File: src/rtl/bsl_pkg.sv
package bsl_pkg;

    localparam int HDR_BYTES  = 16;
    localparam int WORD_BYTES = 4;
    localparam int WORD_W     = 8 * WORD_BYTES;
    localparam int LANE_W     = $clog2(WORD_BYTES);
    localparam int HDR_W      = 8 * HDR_BYTES;
    localparam int NLANE_W    = LANE_W + 1;

    typedef enum logic [2:0] {
        ST_HDR,
        ST_DATA,
        ST_FILL,
        ST_ENDBLK,
        ST_DONE
    } bsl_state_e;

    typedef struct packed {
        logic [WORD_W-1:0] dest;
        logic [WORD_W-1:0] count;
        logic              last;
        logic              fill;
    } bsl_hdr_t;

    typedef struct packed {
        logic [WORD_W-1:0]     addr;
        logic [WORD_W-1:0]     data;
        logic [WORD_BYTES-1:0] be;
    } bsl_wr_t;

    // Split a raw little-endian header into its fields.
    function automatic bsl_hdr_t decode_hdr(input logic [HDR_W-1:0] raw);
        bsl_hdr_t h;
        h.dest  = raw[WORD_W-1:0];
        h.count = raw[2*WORD_W-1:WORD_W];
        h.last  = raw[2*WORD_W];
        h.fill  = raw[2*WORD_W+1];
        return h;
    endfunction

    // Enable mask for n bytes (1..WORD_BYTES) starting at a lane.
    function automatic logic [WORD_BYTES-1:0] lane_mask(input logic [LANE_W-1:0] lane,
                                                         input logic [NLANE_W-1:0] n);
        logic [WORD_BYTES-1:0] m;
        if (n[LANE_W])
            m = '1;
        else
            m = (WORD_BYTES'(1) << n[LANE_W-1:0]) - WORD_BYTES'(1);
        return m << lane;
    endfunction

endpackage

File: src/rtl/bsl_hdr_collect.sv
module bsl_hdr_collect
    import bsl_pkg::*;
(
    input  logic     clk,
    input  logic     rst,
    input  logic     take,
    input  logic [7:0] byte_in,
    output logic     complete,
    output bsl_hdr_t hdr
);
    localparam int IDX_W = $clog2(HDR_BYTES);
    localparam int SHR_W = HDR_W - 8;

    logic [IDX_W-1:0] idx_q;
    logic [SHR_W-1:0] shr_q;

    always_ff @(posedge clk) begin
        if (rst) begin
            idx_q <= '0;
            shr_q <= '0;
        end else if (take) begin
            idx_q <= idx_q + IDX_W'(1);
            shr_q <= {byte_in, shr_q[SHR_W-1:8]};
        end
    end

    assign complete = take && (idx_q == IDX_W'(HDR_BYTES - 1));
    assign hdr      = decode_hdr({byte_in, shr_q});

endmodule

File: src/rtl/bsl_wr_port.sv
module bsl_wr_port
    import bsl_pkg::*;
(
    input  logic                  clk,
    input  logic                  rst,
    input  logic                  issue,
    input  bsl_wr_t               req,
    input  logic                  mem_ready,
    output logic                  busy,
    output logic                  mem_valid,
    output logic [WORD_W-1:0]     mem_addr,
    output logic [WORD_W-1:0]     mem_wdata,
    output logic [WORD_BYTES-1:0] mem_be
);
    logic    vld_q;
    bsl_wr_t hold_q;

    always_ff @(posedge clk) begin
        if (rst) begin
            vld_q  <= 1'b0;
            hold_q <= '0;
        end else if (issue) begin
            vld_q  <= 1'b1;
            hold_q <= req;
        end else if (vld_q && mem_ready) begin
            vld_q  <= 1'b0;
        end
    end

    assign busy      = vld_q;
    assign mem_valid = vld_q;
    assign mem_addr  = hold_q.addr;
    assign mem_wdata = hold_q.data;
    assign mem_be    = hold_q.be;

    p_aligned_r3: assert property (@(posedge clk) disable iff (rst)
        mem_valid |-> (mem_addr[LANE_W-1:0] == '0) && (mem_be != '0));

    p_hold_r4: assert property (@(posedge clk) disable iff (rst)
        (mem_valid && !mem_ready) |=> mem_valid && $stable(mem_addr)
                                      && $stable(mem_wdata) && $stable(mem_be));

    p_no_clobber_r4: assert property (@(posedge clk) disable iff (rst)
        issue |-> !mem_valid);

endmodule

File: src/rtl/boot_stream_loader.sv
module boot_stream_loader
    import bsl_pkg::*;
#(
    parameter logic [31:0] ENTRY_ADDR = 32'h0000_1000
) (
    input  logic        clk,
    input  logic        rst,
    input  logic        in_valid,
    input  logic [7:0]  in_data,
    output logic        host_wait,
    output logic        mem_valid,
    output logic [31:0] mem_addr,
    output logic [31:0] mem_wdata,
    output logic [3:0]  mem_be,
    input  logic        mem_ready,
    output logic        boot_done,
    output logic [31:0] entry_addr
);
    bsl_state_e            st_q;
    logic [WORD_W-1:0]     cur_q;
    logic [WORD_W-1:0]     left_q;
    logic                  last_q;
    logic [WORD_W-1:0]     acc_data_q;
    logic [WORD_BYTES-1:0] acc_be_q;

    logic     busy;
    logic     take;
    logic     hdr_done;
    bsl_hdr_t hdr;

    logic [LANE_W-1:0]     lane;
    logic [WORD_W-1:0]     merged_data;
    logic [WORD_BYTES-1:0] merged_be;
    logic                  flush;
    logic [NLANE_W-1:0]    room;
    logic [NLANE_W-1:0]    fill_n;
    logic                  issue;
    bsl_wr_t               req;

    assign host_wait = busy || (st_q == ST_FILL) || (st_q == ST_ENDBLK) || (st_q == ST_DONE);
    assign take      = in_valid && !host_wait;
    assign boot_done = (st_q == ST_DONE);
    assign entry_addr = ENTRY_ADDR;

    bsl_hdr_collect u_hdr (
        .clk      (clk),
        .rst      (rst),
        .take     (take && (st_q == ST_HDR)),
        .byte_in  (in_data),
        .complete (hdr_done),
        .hdr      (hdr)
    );

    // Byte merge for streamed payload and span size for fill writes.
    assign lane = cur_q[LANE_W-1:0];
    always_comb begin
        merged_data = acc_data_q;
        merged_data[{lane, 3'b000} +: 8] = in_data;
        merged_be = acc_be_q | (WORD_BYTES'(1) << lane);
        flush = (lane == LANE_W'(WORD_BYTES - 1)) || (left_q == WORD_W'(1));
        room = NLANE_W'(WORD_BYTES) - {1'b0, lane};
        fill_n = (left_q < WORD_W'(room)) ? left_q[NLANE_W-1:0] : room;
    end

    always_comb begin
        issue = 1'b0;
        req   = '0;
        case (st_q)
            ST_DATA: begin
                if (take && flush) begin
                    issue     = 1'b1;
                    req.addr  = {cur_q[WORD_W-1:LANE_W], LANE_W'(0)};
                    req.data  = merged_data;
                    req.be    = merged_be;
                end
            end
            ST_FILL: begin
                if (!busy) begin
                    issue     = 1'b1;
                    req.addr  = {cur_q[WORD_W-1:LANE_W], LANE_W'(0)};
                    req.data  = '0;
                    req.be    = lane_mask(lane, fill_n);
                end
            end
            default: ;
        endcase
    end

    always_ff @(posedge clk) begin
        if (rst) begin
            st_q       <= ST_HDR;
            cur_q      <= '0;
            left_q     <= '0;
            last_q     <= 1'b0;
            acc_data_q <= '0;
            acc_be_q   <= '0;
        end else begin
            case (st_q)
                ST_HDR: begin
                    if (hdr_done) begin
                        cur_q      <= hdr.dest;
                        left_q     <= hdr.count;
                        last_q     <= hdr.last;
                        acc_data_q <= '0;
                        acc_be_q   <= '0;
                        if (hdr.count == '0)
                            st_q <= ST_ENDBLK;
                        else if (hdr.fill)
                            st_q <= ST_FILL;
                        else
                            st_q <= ST_DATA;
                    end
                end
                ST_DATA: begin
                    if (take) begin
                        cur_q  <= cur_q + WORD_W'(1);
                        left_q <= left_q - WORD_W'(1);
                        if (flush) begin
                            acc_data_q <= '0;
                            acc_be_q   <= '0;
                        end else begin
                            acc_data_q <= merged_data;
                            acc_be_q   <= merged_be;
                        end
                        if (left_q == WORD_W'(1))
                            st_q <= ST_ENDBLK;
                    end
                end
                ST_FILL: begin
                    if (!busy) begin
                        cur_q  <= cur_q + WORD_W'(fill_n);
                        left_q <= left_q - WORD_W'(fill_n);
                        if (left_q == WORD_W'(fill_n))
                            st_q <= ST_ENDBLK;
                    end
                end
                ST_ENDBLK: begin
                    if (!busy || mem_ready)
                        st_q <= last_q ? ST_DONE : ST_HDR;
                end
                default: st_q <= ST_DONE;
            endcase
        end
    end

    bsl_wr_port u_wr (
        .clk       (clk),
        .rst       (rst),
        .issue     (issue),
        .req       (req),
        .mem_ready (mem_ready),
        .busy      (busy),
        .mem_valid (mem_valid),
        .mem_addr  (mem_addr),
        .mem_wdata (mem_wdata),
        .mem_be    (mem_be)
    );

    p_release_r5: assert property (@(posedge clk) disable iff (rst)
        (mem_valid && mem_ready && (st_q == ST_DATA)) |=> !host_wait);

    p_data_left_r3: assert property (@(posedge clk) disable iff (rst)
        (st_q == ST_DATA) |-> (left_q != '0));

    p_done_sticky_r8: assert property (@(posedge clk) disable iff (rst)
        boot_done |=> boot_done);

    p_quiet_done_r9: assert property (@(posedge clk) disable iff (rst)
        boot_done |-> !mem_valid && host_wait);

endmodule

File: config.mk
export PLATFORM = sky130hd
export DESIGN_NAME = boot_stream_loader
export DESIGN_NICKNAME = d
export VERILOG_FILES = /design/src/rtl/bsl_pkg.sv /design/src/rtl/bsl_hdr_collect.sv /design/src/rtl/bsl_wr_port.sv /design/src/rtl/boot_stream_loader.sv
export SDC_FILE = /design/constraint.sdc
export NUM_CORES = 1
export LEC_CHECK = 0
export ABC_AREA = 0
export CORE_ASPECT_RATIO = 1.2
export CORE_UTILIZATION = 40
export CTS_CLUSTER_SIZE = 12
export DETAILED_ROUTE_END_ITERATION = 10
export DONT_BUFFER_PORTS = 1
export PLACE_DENSITY = 0.64
export SYNTH_ARGS = -nofsm -noshare
export SYNTH_HDL_FRONTEND = slang
export SYNTH_SLANG_ARGS = --single-unit
File: constraint.sdc
create_clock -name clk -period 13.45 [get_ports clk]
set_clock_uncertainty 0.2 [all_clocks]
set_input_delay 2.69 -clock clk [delete_from_list [all_inputs] [get_ports clk]]
set_output_delay 2.69 -clock clk [all_outputs]
set_load 0.02 [all_outputs]
[Yosys cells after proc, flatten, opt, wreduce, memory -nomap -nowiden]
Index checks and enable logic that the tools add are counted.
Storage, ports and cells
  register bits: 297
  latch bits: 0
  RAM bits: 0
  memory bits (read-only): 0
  output and inout port bits: 103
  word-level logic and storage cells: 101
  memories: 0
Operators by class
  add/sub/neg operators: 8
  multipliers: 0
  divide/modulo/power cells: 0
  $lt $le $gt $ge: 1
  eq/ne operators: 14
  shift operators: 5
  mux-type cells: 39
  bitwise logic cells: 1
  reduce and logical (&&, ||, !) cells: 21
Operators with widths (count)
  2-to-1 mux 32 bit: 9
  case mux 32 bit (3 select lines): 2
  2-to-1 mux 68 bit: 2
  case mux 68 bit (2 select lines): 1
  case mux 32 bit (2 select lines): 1
  adder 32 x 1 -> 32 bit, second input constant: 1
  adder 32 x 3 -> 32 bit: 1
  bitwise mux 32 bit: 1
  equality test 32 x 1 -> 1 bit, second input constant: 1
  equality test 32 x 3 -> 1 bit: 1
  logical NOT 32 bit: 1
  less-than comparator 32 x 3 -> 1 bit: 1
  variable shift 8 x 7 -> 32 bit, first input constant: 1
  variable part select 8 x 7 -> 32 bit: 1
  subtractor 32 x 1 -> 32 bit, second input constant: 1
  subtractor 32 x 3 -> 32 bit: 1
  2-to-1 mux 3 bit: 8
  2-to-1 mux 4 bit: 6
  case mux 3 bit (4 select lines): 1
  inequality test 2 bit, second input constant: 4
  case mux 4 bit (2 select lines): 1
  left shift 1 x 2 -> 4 bit, first input constant: 2
  negation 5 -> 7 bit: 1
  equality test 3 x 2 -> 1 bit, second input constant: 2
  23 further kinds: 38

[Depth between registers and ports, before layout]
  word-level depth: 11
  mapped depth: 22
  mapped depth without buffers: 19

[By module]
Synthesis repeated with hierarchy kept, for this count alone.
Unflattened totals
  cell total of the unflattened synthesis: 1851
  area, all modules: 15637.5 um^2
Modules (own cells, without submodules)
  boot_stream_loader: instances 1, cells each 1155, area an instance 8279.2 um^2
  bsl_hdr_collect: instances 1, cells each 471, area an instance 4909.7 um^2
  bsl_wr_port: instances 1, cells each 225, area an instance 2448.6 um^2

[Worst setup path after synthesis]
Ideal clock, no wire load.
  path type: flip-flop to flip-flop
  start: register cur_q[0]
  end: register cur_q[30]
  data arrival time: 4.507 ns
  required time: 13.113 ns
  slack: 8.605 ns
  stages on the path, launching flop included: 23
  path buffers: 3
  clock period less this slack: 4.845 ns
  path through: dfxtp_1 -> clkbuf_1 -> inv_1 -> ha_1 -> inv_1 -> ha_1 -> a21o_1 -> a21oi_1 -> nand2_2 -> nand2_1 -> o21ai_0 -> or2_2 -> ha_1 -> fa_1 -> a21oi_1 -> or3b_2 -> clkbuf_1 -> nor2_2 -> and3_1 -> buf_2 -> a31o_2 -> a21oi_1 -> a211oi_1
Between the ends
  longest elaborated chain between the ends: 6
  elaborated cells on any way between the ends: 8
  classes of those cells: add/sub (3); order compare (1); mux (4)
Ends and longest elaborated chain
  from (decl): line boot_stream_loader.sv:20  | logic [WORD_W-1:0] cur_q;
  from (signal assigned): line boot_stream_loader.sv:101  | cur_q <= hdr.dest;
  from (signal assigned): line boot_stream_loader.sv:116  | cur_q <= cur_q + WORD_W'(1);
  from (signal assigned): line boot_stream_loader.sv:131  | cur_q <= cur_q + WORD_W'(fill_n);
  subtractor 3 x 2 -> 3 bit: line boot_stream_loader.sv:61  | room = NLANE_W'(WORD_BYTES) - {1'b0, lane};
  less-than comparator 32 x 3 -> 1 bit: line boot_stream_loader.sv:62  | fill_n = (left_q < WORD_W'(room)) ? left_q[NLANE_W-1:0] : room;
  2-to-1 mux 3 bit: line boot_stream_loader.sv:62
  adder 32 x 3 -> 32 bit: line boot_stream_loader.sv:131
  2-to-1 mux 32 bit: line boot_stream_loader.sv:130  | if (!busy) begin
  case mux 32 bit (3 select lines) *: line boot_stream_loader.sv:98  | case (st_q)
Mark *: on every way between the ends. The rest lies on a longest branch, timed or not. The select of a mux whose other input is x is not followed.
A chain may end at the register's enable or synchronous reset.

[Final worst setup path]
Ends and elaborated chain as after synthesis.

==> flow_summary.json <==
{
  "route.detailed.drc": 0,
  "maxSlewHeadroom_pct": 14.0,
  "r2r_start": "cur_q[0]",
  "p_per_area_nw_per_um2": 202,
  "fp.dieH_um": 205,
  "arrival_ps": 5590,
  "cp_data_required_time_ps": 13710,
  "min_from": "acc_be_q[3]",
  "synth-edff-count": 0,
  "wl_um": 35700,
  "hold_class": "register to register",
  "fin_tns_setup_ps": 0,
  "clock-sinks": 295,
  "synth_area_per_cell_um2": 7.64,
  "vias": 12100,
  "grt_overflow_total": 0,
  "insertion_delay_ps": 570,
  "yosys_most_used_dff": "dfxtp_1",
  "syn2layout_area_growth_pct": 6.72,
  "rsz0062_at_grt": "false",
  "min_period_ps": 5330,
  "netlist_area_um2": 13700,
  "viasPerCell": 5.60,
  "cts_tree": "built",
  "cts_resized": 0,
  "cp-start-kind": "register",
  "drv_cap": 0,
  "fin_hold_ws_ps": 237,
  "die_area_um2": 35000,
  "track_usage_pct": 20.6,
  "drtAntennaViolNets": 0,
  "num-nets-final": 1730,
  "worstMarginPinSlew_ps": 1290,
  "ioPinCount": 115,
  "dp_hpwl_um": 22900,
  "seq_area_um2": 5910,
  "hold_violations": 0,
  "port_buffers": 0,
  "critPathKind": "register to register",
  "fp.dieW_um": 171,
  "cts_root_buf": "clkbuf_16",
  "path_clk_slew_ps": 60,
  "fillerInstances": 3452,
  "setup_viol": 0,
  "grt_pass1_vias": 11300,
  "p_leak_nw": 4.89,
  "cts_inserted_buffers": 31,
  "antenna_found_initial": 0,
  "ys_seq_elements": 295,
  "yosys_warnings": 0,
  "grt_max_degree": 244,
  "multi_input_area_um2": 7020,
  "final_common_cell": "nand2_1",
  "cp-end-kind": "register",
  "htree_levels": 1,
  "irDropWorstVdd_mv": 0.127,
  "synthArstFlopShare_pct": 0,
  "firstDrtPassIters": 7,
  "post-route-period-util_pct": 39.7,
  "yosysUniqueCellTypes": 78,
  "drive_gt1_share_pct": 5.07,
  "n_antenna_cell": 0,
  "final_max_slew_viol_count": 0,
  "layout_common_cells": "nand2_1, dfxtp_1, a21oi_1, nor2_1, o21ai_0",
  "startpoint": "cur_q[0]",
  "crit_path_max_fanout": 16,
  "fmax_mhz": 187,
  "row_count": 73,
  "syn-instance-count": 1794,
  "design.core.area_um2": 33400,
  "wire_per_inst_um": 16.5,
  "status": "complete, no violations",
  "initial_utilization_pct": 41.0,
  "holdBufCountCts": 0,
  "clk_path_buf_depth": 3,
  "postCtsSetupBuffers": 0,
  "synth-seq-area-share_pct": 43.1,
  "place.gp.congestion": 0.888,
  "grt_first_pass_wirelength_um": 59500,
  "drt_iter0_drc": 879
}
==> through the flow <==
stage	instance area [um^2]	power [W]	util (%)	setup WS [ps]	cells
6_report	14600	0.00296	43.7	8120	2167
5_1_grt	14600	0.00316	43.7	7660	2167
4_1_cts	14600	0.00297	43.7	8210	2167
3_5_place_dp	13700	0.00215	40.9	7650	2113
3_3_place_gp	13700	0.00214	40.9	7700	2113
2_1_floorplan	13800	0.00191	-	8610	1826
==> registers in the layout, summed over array words and instances, names as in the netlist, 3 cells and up <==
| register | cells |
|---|---|
| acc_be_q | 4 |
| cur_q | 32 |
| acc_data_q | 32 |
| u_wr.mem_wdata | 32 |
| u_hdr.idx_q | 4 |
| u_wr.mem_addr | 30 |
| st_q | 3 |
| u_hdr.shr_q | 120 |
| u_wr.mem_be | 4 |
| left_q | 32 |
==> final timing paths <==
kind,slack (ps),to,cells after the start
worst min register to register,240,acc_be_q[3],2
worst max-delay path,8120,cur_q[30],18
worst max register to register,8120,cur_q[30],18
worst min-delay path,240,acc_be_q[3],2
==> power breakdown <==
group	internal (W)	switching [W]
Sequential	0.000940	0.0000824
Clock	0.000466	0.000347
Combinational	0.000345	0.000776
==> kinds of logic after synthesis <==
kind of cell | Yosys count | share of synthesized area, %
multiplexers | 6 | 0.502
AND/OR/NAND/NOR | 759 | 24.9
adder cells (fa/ha/maj) | 22 | 2.12
buffers and inverters | 198 | 6.95
flip-flops | 295 | 43.1
XOR/XNOR | 7 | 0.448
other | 2 | 0.0548
AO/OA/AOI/OAI | 505 | 21.9
==> area by class of cell <==
type                    instances  share of cell area [%]
multi-input cells            1333                    48.0
repair buffers                 12                   0.616
clock buffers                  47                    5.99
well taps                     450                    3.85
flip-flops and latches        295                    40.4
inverters                      23                   0.590
clock inverters                 7                   0.531
==> metal layers <==
layer | routed length (um) | vias up | GRT usage (%)
li1 | - | 6011 | -
met4 | 993 | 0 | 6.92
met5 | 0 | - | 0
met3 | 1930 | 73 | 2.99
met2 | 16900 | 330 | 34.5
met1 | 15900 | 5724 | 26.9
==> cell usage after synthesis (5+ instances only) <==
cell type / number / area share [%]
clkbuf_1: 109 / 3.0
and3_1: 14 / 0.64
a31oi_1: 42 / 1.9
buf_6: 6 / 0.49
a22oi_1: 15 / 0.82
o32ai_1: 6 / 0.38
o21ai_1: 5 / 0.18
o211ai_1: 8 / 0.44
buf_1: 5 / 0.14
nand3_1: 56 / 2.0
nand2b_1: 7 / 0.32
and2_1: 5 / 0.23
o22ai_1: 7 / 0.32
or3_1: 8 / 0.37
a211oi_1: 47 / 2.6
nor2_1: 194 / 5.3
buf_2: 17 / 0.62
nor3b_1: 6 / 0.33
nor3_1: 26 / 0.95
ha_1: 20 / 1.8
a21oi_1: 257 / 9.4
buf_4: 38 / 2.1
nor2b_1: 34 / 1.6
nor4_1: 25 / 1.1
dfxtp_1: 295 / 43
a21o_1: 5 / 0.27
nand2_1: 345 / 9.5
inv_1: 23 / 0.63
o31ai_1: 12 / 0.66
nand4_1: 10 / 0.46
o21ai_0: 57 / 2.1
==> worst max-delay path, cell delays in order (launching register included) <==
cell      delay (ps)
dfxtp_1          640
inv_1            250
ha_1             430
inv_1            100
ha_1             280
a21o_1           150
a21oi_1          200
nand2_2          180
o21ai_0          320
or2_2            170
ha_1             170
fa_1             270
a21oi_1          160
or3b_2           590
nor2_2           260
and3_1           340
a31o_2           190
a21oi_1           60
a211oi_1         250
Note: power is estimated with default switching activity, not from simulation.
